[src/rtl/asrx_pkg.sv]
package asrx_pkg;

  typedef enum logic [1:0] {
    FMT_I2S   = 2'd0,
    FMT_LEFT  = 2'd1,
    FMT_RIGHT = 2'd2,
    FMT_PULSE = 2'd3
  } fmt_e;

  // Strobes from the control module to the datapath.
  typedef struct packed {
    logic shiftEn;
    logic emit;
    logic chanRight;
  } rxStrobe_t;

  // Word width in bits for a width code, given the widest word.
  function automatic int widthOf(input logic [1:0] sel, input int maxW);
    case (sel)
      2'd0:    return maxW;
      2'd1:    return maxW - 4;
      2'd2:    return maxW - 6;
      default: return maxW - 8;
    endcase
  endfunction

endpackage

[src/rtl/asrx_sync.sv]
module asrx_sync #(
  parameter int STAGES = 2
) (
  input  logic clk,
  input  logic rstN,
  input  logic bclkIn,
  input  logic lrIn,
  input  logic dataIn,
  output logic bclkRise,
  output logic lrBit,
  output logic dataBit
);

  logic [STAGES:0]   bclkPipe;
  logic [STAGES-1:0] lrPipe;
  logic [STAGES-1:0] dataPipe;

  always_ff @(posedge clk) begin
    if (!rstN) begin
      bclkPipe <= '0;
      lrPipe   <= '0;
      dataPipe <= '0;
    end else begin
      bclkPipe <= {bclkPipe[STAGES-1:0], bclkIn};
      lrPipe   <= {lrPipe[STAGES-2:0], lrIn};
      dataPipe <= {dataPipe[STAGES-2:0], dataIn};
    end
  end

  assign bclkRise = bclkPipe[STAGES-1] & ~bclkPipe[STAGES];
  assign lrBit    = lrPipe[STAGES-1];
  assign dataBit  = dataPipe[STAGES-1];

endmodule

[src/rtl/asrx_ctrl.sv]
module asrx_ctrl
  import asrx_pkg::*;
#(
  parameter int SAMPLE_W  = 24,
  parameter int HALF_BITS = 32
) (
  input  logic       clk,
  input  logic       rstN,
  input  logic       bclkRise,
  input  logic       lrBit,
  input  fmt_e       fmtSel,
  input  logic [1:0] widthSel,
  output rxStrobe_t  strobe
);

  localparam int POS_W = $clog2(2 * HALF_BITS);
  localparam logic [POS_W-1:0] POS_MAX = '1;

  logic [POS_W-1:0] pos;
  logic [POS_W-1:0] posNext;
  logic             lrPrev;
  logic             marker;
  logic             inWin;
  logic             lastBit;
  logic             isRight;
  int               wordW;
  int               posI;

  always_comb begin
    wordW   = widthOf(widthSel, SAMPLE_W);
    marker  = (fmtSel == FMT_PULSE) ? lrBit : (lrBit != lrPrev);
    posNext = marker ? '0 : ((pos == POS_MAX) ? pos : pos + 1'b1);
    posI    = int'(posNext);
    isRight = lrBit;
    case (fmtSel)
      FMT_I2S: begin
        inWin   = (posI >= 1) && (posI <= wordW);
        lastBit = (posI == wordW);
      end
      FMT_LEFT: begin
        inWin   = (posI < wordW);
        lastBit = (posI == wordW - 1);
      end
      FMT_RIGHT: begin
        inWin   = (posI >= HALF_BITS - wordW) && (posI <= HALF_BITS - 1);
        lastBit = (posI == HALF_BITS - 1);
      end
      default: begin
        inWin   = (posI >= 1) && (posI <= 2 * wordW);
        lastBit = (posI == wordW) || (posI == 2 * wordW);
        isRight = (posI > wordW);
      end
    endcase
    strobe.shiftEn   = bclkRise & inWin;
    strobe.emit      = bclkRise & lastBit;
    strobe.chanRight = isRight;
  end

  always_ff @(posedge clk) begin
    if (!rstN) begin
      pos    <= POS_MAX;
      lrPrev <= 1'b0;
    end else if (bclkRise) begin
      pos    <= posNext;
      lrPrev <= lrBit;
    end
  end

  // a word ends only on a bit that is itself part of the word
  assert_emit_in_window_R9: assert property (@(posedge clk) disable iff (!rstN)
    strobe.emit |-> strobe.shiftEn);

  // the frame position moves only on a sampled rising bit clock
  assert_pos_on_edge_R11: assert property (@(posedge clk) disable iff (!rstN)
    !bclkRise |=> $stable(pos));

endmodule

[src/rtl/asrx_datapath.sv]
module asrx_datapath
  import asrx_pkg::*;
#(
  parameter int SAMPLE_W = 24
) (
  input  logic                clk,
  input  logic                rstN,
  input  logic                dataBit,
  input  rxStrobe_t           strobe,
  input  logic [1:0]          widthSel,
  output logic [SAMPLE_W-1:0] sampleOut,
  output logic                sampleValid,
  output logic                sampleRight
);

  logic [SAMPLE_W-1:0] shiftReg;
  logic [SAMPLE_W-1:0] assembled;
  logic [SAMPLE_W-1:0] aligned;
  int                  padShift;

  always_comb begin
    assembled = {shiftReg[SAMPLE_W-2:0], dataBit};
    padShift  = SAMPLE_W - widthOf(widthSel, SAMPLE_W);
    aligned   = assembled << padShift;
  end

  always_ff @(posedge clk) begin
    if (!rstN) begin
      shiftReg    <= '0;
      sampleOut   <= '0;
      sampleValid <= 1'b0;
      sampleRight <= 1'b0;
    end else begin
      sampleValid <= strobe.emit;
      if (strobe.shiftEn) shiftReg <= assembled;
      if (strobe.emit) begin
        sampleOut   <= aligned;
        sampleRight <= strobe.chanRight;
      end
    end
  end

  // a valid strobe never lasts more than one cycle
  assert_valid_single_R8: assert property (@(posedge clk) disable iff (!rstN)
    sampleValid |=> !sampleValid);

  // a 16-bit word leaves the low bits zero
  assert_zero_fill_R7: assert property (@(posedge clk) disable iff (!rstN)
    (sampleValid && $past(widthSel) == 2'd3) |-> (sampleOut[SAMPLE_W-17:0] == '0));

endmodule

[src/rtl/audio_serial_rx.sv]
module audio_serial_rx
  import asrx_pkg::*;
(
  input  logic        clk,
  input  logic        rstN,
  input  logic        bclkIn,
  input  logic        lrclkIn,
  input  logic        sdataIn,
  input  logic [1:0]  fmtSel,
  input  logic [1:0]  widthSel,
  output logic [23:0] sampleOut,
  output logic        sampleValid,
  output logic        sampleRight
);

  localparam int SAMPLE_W  = 24;
  localparam int HALF_BITS = 32;

  logic      bclkRise;
  logic      lrBit;
  logic      dataBit;
  rxStrobe_t strobe;

  asrx_sync #(.STAGES(2)) u_sync (
    .clk(clk), .rstN(rstN), .bclkIn(bclkIn), .lrIn(lrclkIn), .dataIn(sdataIn),
    .bclkRise(bclkRise), .lrBit(lrBit), .dataBit(dataBit)
  );

  asrx_ctrl #(.SAMPLE_W(SAMPLE_W), .HALF_BITS(HALF_BITS)) u_ctrl (
    .clk(clk), .rstN(rstN), .bclkRise(bclkRise), .lrBit(lrBit),
    .fmtSel(fmt_e'(fmtSel)), .widthSel(widthSel), .strobe(strobe)
  );

  asrx_datapath #(.SAMPLE_W(SAMPLE_W)) u_datapath (
    .clk(clk), .rstN(rstN), .dataBit(dataBit), .strobe(strobe),
    .widthSel(widthSel), .sampleOut(sampleOut), .sampleValid(sampleValid),
    .sampleRight(sampleRight)
  );

endmodule

[config.mk]
export PLATFORM = sky130hd
export DESIGN_NAME = audio_serial_rx
export DESIGN_NICKNAME = d
export VERILOG_FILES = /design/src/rtl/asrx_pkg.sv /design/src/rtl/asrx_sync.sv /design/src/rtl/asrx_ctrl.sv /design/src/rtl/asrx_datapath.sv /design/src/rtl/audio_serial_rx.sv
export SDC_FILE = /design/constraint.sdc
export NUM_CORES = 1
export LEC_CHECK = 0
export BUFFER_PORTS_ARGS = -buffer_cell sky130_fd_sc_hd__buf_4
export CORE_MARGIN = 2
export CORE_UTILIZATION = 50
export DETAILED_ROUTE_END_ITERATION = 12
export GPL_TIMING_DRIVEN = 0
export PLACE_DENSITY_LB_ADDON = 0.1
export SETUP_SLACK_MARGIN = 0.15
export SYNTH_ARGS = -nofsm -noshare
export SYNTH_HDL_FRONTEND = slang
export SYNTH_SLANG_ARGS = --single-unit
[constraint.sdc]
create_clock -name clk -period 5.75 [get_ports clk]
set_input_delay 0.575 -clock clk [delete_from_list [all_inputs] [get_ports clk]]
set_output_delay 0.575 -clock clk [all_outputs]
set_load 0.02 [all_outputs]
Word-level counts from Yosys, hierarchy flattened --
Cells that the tools add are included.
Storage, ports and cells: register bits after elaboration 63, input bits 9, output and inout bits 26, logic and storage cells 50
Operators by class: $add $sub $neg 4, magnitude comparators 7, equal/unequal tests 11, shift operators 1, multiplexer cells 7, bitwise gates (word level) 4, reductions and logical operators 7
Operators with widths (count):
- $eq A7 B32 Y1 | 3
- $le A7 B32 Y1 | 2
- $ge A7 B32 Y1 | 1
- $gt A7 B32 Y1 | 1
- $lt A7 B32 Y1 | 1
- $shl A24 B32 Y24 | 1
- $sub A32 B2 Y32 const B | 1
- $sub A7 B32 Y32 const A | 1
- $eq A6 B6 Y1 const B | 2
- $mux W6 | 2
- $pmux W4 S3 | 1
- $add A6 B1 Y6 const B | 1
- $eq A2 B2 Y1 const B | 3
- $ge A6 B1 Y1 const B | 1
- $le A6 B5 Y1 const B | 1
- $pmux W1 S3 | 2
- $sub A5 B5 Y6 const A | 1
- $eq A2 B1 Y1 const B | 2
- $logic_not A2 Y1 | 2
- $and A1 B1 Y1 | 3
- $logic_and A1 B1 Y1 | 3
- $reduce_or A3 Y1 | 1
- $mux W1 | 2
- $logic_or A1 B1 Y1 | 1
- 2 further kinds | 2

Logic depth before layout (Yosys ltp) --
depth in word-level cells 7, mapped depth 15, mapped depth without buffers 12

Cells and area by module --
From an unflattened synthesis, not the netlist that was laid out.
Second synthesis, totals: cells, all modules 404, area, all modules 3540.9 um2
Modules (own cells, without submodules):
- asrx_datapath | times used 1, cells each 249, area an instance 2306.0 um2, sequential area each 980.9 um2
- asrx_ctrl | times used 1, cells each 140, area an instance 1044.8 um2, sequential area each 140.1 um2
- asrx_sync | times used 1, cells each 15, area an instance 190.2 um2, sequential area each 140.1 um2

Worst setup path before layout --
Ideal clock, no wire load.
path kind input to register, from input port fmtSel[0], to register u_datapath.shiftReg[10], library setup time 0.072 ns, arrival time 3.180 ns, required time 5.678 ns, path slack 2.499 ns, stages 15, buffers on the path 3, cell sequence ha_1 nand2b_4 xnor2_2 buf_6 buf_6 nor2_1 ha_1 inv_1 a2111oi_0 or3_1 o211ai_1 a31oi_1 o32ai_4 buf_6 mux2i_1
Between the ends: cells in the longest elaborated chain, start to end 7, elaborated cells on any way between the ends 17, classes of those cells order compare: 6; eq/ne: 3; mux: 3; bitwise: 1; reduce/logical: 4
RTL lines:
- start: declaration | RTL line audio_serial_rx.sv:9 | input logic [1:0] fmtSel,
- $eq A2 B2 Y1 (*) | RTL line asrx_ctrl.sv:31 | marker = (fmtSel == FMT_PULSE) ? lrBit : (lrBit != lrPrev);
- $mux W1 (*) | RTL line asrx_ctrl.sv:31
- $mux W6 (*) | RTL line asrx_ctrl.sv:32 | posNext = marker ? '0 : ((pos == POS_MAX) ? pos : pos + 1'b1);
- via u_ctrl.posNext[4] | RTL line asrx_ctrl.sv:20 | logic [POS_W-1:0] posNext;
- $le A7 B32 Y1 (tied with other cells) | RTL line asrx_ctrl.sv:49 | inWin = (posI >= 1) && (posI <= 2 * wordW);
- $logic_and A1 B1 Y1 (on tied branches) | RTL line asrx_ctrl.sv:49, asrx_ctrl.sv:37, asrx_ctrl.sv:45
- $pmux W1 S3 (*) | RTL line asrx_ctrl.sv:35 | case (fmtSel)
- $and A1 B1 Y1 (*) | RTL line asrx_ctrl.sv:54 | strobe.shiftEn = bclkRise & inWin;
- end signal: assignment | RTL line asrx_datapath.sv:35 | if (strobe.shiftEn) shiftReg <= assembled;
- end: declaration | RTL line asrx_datapath.sv:16 | logic [SAMPLE_W-1:0] shiftReg;
Mark *: on every way through the listed nets, which the timed path passes. The rest lies on a longest branch. A chain may end at the register's enable or synchronous reset.

Final worst setup path --
from input port fmtSel[0], to register u_datapath.shiftReg[20]
The elaborated chain is that of the path after synthesis.

==> results.ini <==
[critical_path]
r2r_start = u_ctrl.pos[1]
r2r_cells = 13
cp-end-kind = register
worstPathArrival_ps = 3930
rr_endpoint = u_datapath.shiftReg[13]
path_class = input port to register
worstPathRequired_ps = 6020
startpoint_type = input port
r2r_slack_ps = 2120
cp_max_fo = 10

[floorplanning]
dieWidth_um = 92.8
die_h_um = 92.8
num_rows = 32
core_mm2 = 0.00769
ioPinCount = 35
die_area_mm2 = 0.00862
initial_core_util_pct = 51.3

[route]
drt_pass1_iterations = 5
first_iter_violations = 265
wire_per_inst_um = 17.5
avgViaCountPerCell = 6.05
drc_errors = 0
vias = 3757
ant_nets = 0
wl_um = 10900

[power]
power.density_mw_per_mm2 = 229
p_leak_uw = 0.00167
ir_drop_mv = 0.156
power_uw = 1030

[synthesis]
yosys.area.top_type = dfxtp_1
ys.flop_type = dfxtp_1
synth_edf_count = 0
synth_nets = 495
synth_simple_gate_area_share_pct = 20.5
synth-compound-area-share_pct = 21.1
synth_top_cell_area_share_pct = 32.0
yosys_warnings = 0
syn_area_per_cell_um2 = 8.40
synthMuxAreaShare_pct = 14.0
synth_area_mm2 = 0.00395
synthAdderAreaFrac_pct = 5.07
synth_top_family_by_area = compound AO/OA/AOI/OAI gates
netlist_instances = 470
async_reset_ff_share_pct = 0
ys_seq_elements = 63
ys_seq_area_share_pct = 32.0
ys_types = 68
synth.area.top_cells = dfxtp_1 (32%), mux2i_1 (11%), nand2_1 (5.6%)
synthXorXnorAreaFrac_pct = 1.08

[clock_tree]
clock_path_buffers = 2
tritoncts = done
insertion_delay_ps = 350
cts_resized = 0
cts_buffers = 9
postCtsSetupBuffers = 0
cts_sinks = 63
root_buffer = clkbuf_8
cts.hold.buffers_added = 0
clkTransAtPathRegs_ps = 70
htree_num_levels = 3

[layout]
multi_input_area_mm2 = 0.00244
final_cells = 621
fin_area_mm2 = 0.00452
seq_area_mm2 = 0.00126
antenna_cells = 0
n_fill_cell = 734
drive_gt1_share_pct = 17.7
syn2layout_area_growth_pct = 14.4
layout.nets = 540

[timing]
worstMarginPinSlew_ps = 638
maxSlewHeadroom_pct = 57.5
min_period_ps = 3650
drv_slew = 0
setup_viol = 0
clock_skew_ps = 12.7
layout_setup_ws_ps = 2100
rsz0062_at_grt = no
hold_viol_final = 0
min_period_over_period_pct = 63.5
fmax_mhz = 274
finalSetupTns_ps = 0

[min_path]
min_to = u_sync.dataPipe[0]
holdCritStartpoint = sdataIn
hold_class = input port to register
whs_path_depth = 2

[placed_design]
place_area_mm2 = 0.00433
gp_congestion = 0.886
pre_cts_ws_ps = 1810
dpl.hpwl_um = 8300
dp_cells = 606
numPortBuffers = 34

[grt]
globalRouteOverflowTotal = 0
grt_pass1_wl_um = 18000
antenna_found_initial = 0
grt_max_degree = 12
grt_use_total_pct = 26.6
grt_pass1_vias = 3635

[flow_run]
cap_viol_max_count = 0

[run_status]
status = finished clean

[through the flow]
step	util, %	hold slack, ps
2_1_floorplan	-	412
3_3_place_gp	56.3	414
3_5_place_dp	56.3	426
4_1_cts	58.7	431
5_1_grt	58.7	424
6_report	58.7	435
[registers in the layout (all words and copies together), names as in the netlist]
register / cells
u_datapath.sampleOut: 24
u_ctrl.lrPrev: 1
u_sync.dataPipe: 2
u_datapath.sampleRight: 1
u_datapath.sampleValid: 1
u_datapath.shiftReg: 23
u_ctrl.pos: 6
u_sync.lrPipe: 2
u_sync.bclkPipe: 3
[worst max-delay path by stage]
| stage | start | to | slack [ps] | cells after the start |
|---|---|---|---|---|
| CTS | fmtSel[0] | u_datapath.shiftReg[20] | 2140 | 16 |
| floorplan | fmtSel[0] | u_datapath.shiftReg[10] | 2500 | 15 |
| global route | u_ctrl.pos[1] | u_datapath.sampleOut[12] | 1810 | 13 |
| detailed placement | fmtSel[0] | u_datapath.shiftReg[20] | 1810 | 16 |
| finish | fmtSel[0] | u_datapath.shiftReg[20] | 2100 | 16 |
| global placement | fmtSel[0] | u_datapath.shiftReg[11] | 1860 | 16 |
[placed cells by master (no fill, tap or decap), types with 10 or more instances in the layout]
cell type,instances
nor3_1,16
a21oi_1,31
mux2_2,10
clkbuf_1,23
inv_1,13
nor2_1,27
nand2_1,59
ha_1,16
mux2i_1,44
a31oi_1,12
o21ai_0,23
buf_4,35
dfxtp_1,63
nand4_1,18
[final cells by class]
class,count,area share [%]
Buffer,38,4.29
Clock inverter,5,1.30
Clock buffer,10,2.83
Tap cell,102,2.83
Inverter,14,1.16
Multi-Input combinational cell,355,54.0
Timing Repair Buffer,34,5.65
Sequential cell,63,27.9
[cell families (layout without fill, tap and decap cells)]
logic type / after synthesis / count (layout)
AOI/OAI and AO/OA: 118 / 118
xor gates and xnor gates: 4 / 4
and+or+nand+nor: 163 / 163
muxes: 54 / 54
buffers and inverters: 52 / 101
adders and majority gates: 16 / 16
DFF: 63 / 63
[cells in the mapped netlist, types with 2 or more instances]
cell	count
o32a_1	2
or3_1	4
or2_2	3
o21ai_0	23
buf_1	2
buf_6	5
a311oi_1	3
ha_1	16
a211o_1	2
a311oi_2	2
inv_1	13
a211oi_1	2
o22a_1	2
o22ai_1	5
a211oi_2	5
mux2_2	10
and2_1	8
nor2_1	27
nand3b_1	3
o31ai_1	2
nand2_1	59
a21oi_1	31
nor4_1	3
o311a_1	3
a31oi_1	12
a22oi_1	2
xor2_1	2
nand4_1	18
nor3_1	16
buf_2	8
nand3_1	7
clkbuf_1	22
dfxtp_1	63
and3_1	2
nand2b_1	2
mux2i_1	44
o211ai_1	6
[power breakdown]
group / internal, uW / leakage, uW / total [uW] / switching, uW
logic: 73.9 / 0.00107 / 205 / 131
registers: 442 / 0.000510 / 446 / 4.21
clock network: 199 / 0.0000888 / 381 / 183
[metal layers]
layer  GRT usage (%)  vias to the layer above  part of all wire, %
met2            43.2                      130                   46
met1            35.5                     1794                   47
met4            6.50                        0                  1.5
li1                -                     1812                    -
met5               0                        -                    0
met3            6.51                       21                  6.0
[critical path, stage by stage]
cell       delay (ps)
buf_4             130
ha_1              240
nand2b_4          190
xnor2_2           160
buf_6             160
buf_6             140
nor2_1            450
ha_1              350
inv_1              70
a2111oi_0          50
or3_1             370
o211ai_1          120
a31oi_1           220
o32ai_4           270
buf_6             230
mux2i_1           200
(Power assumes the default switching activity.)
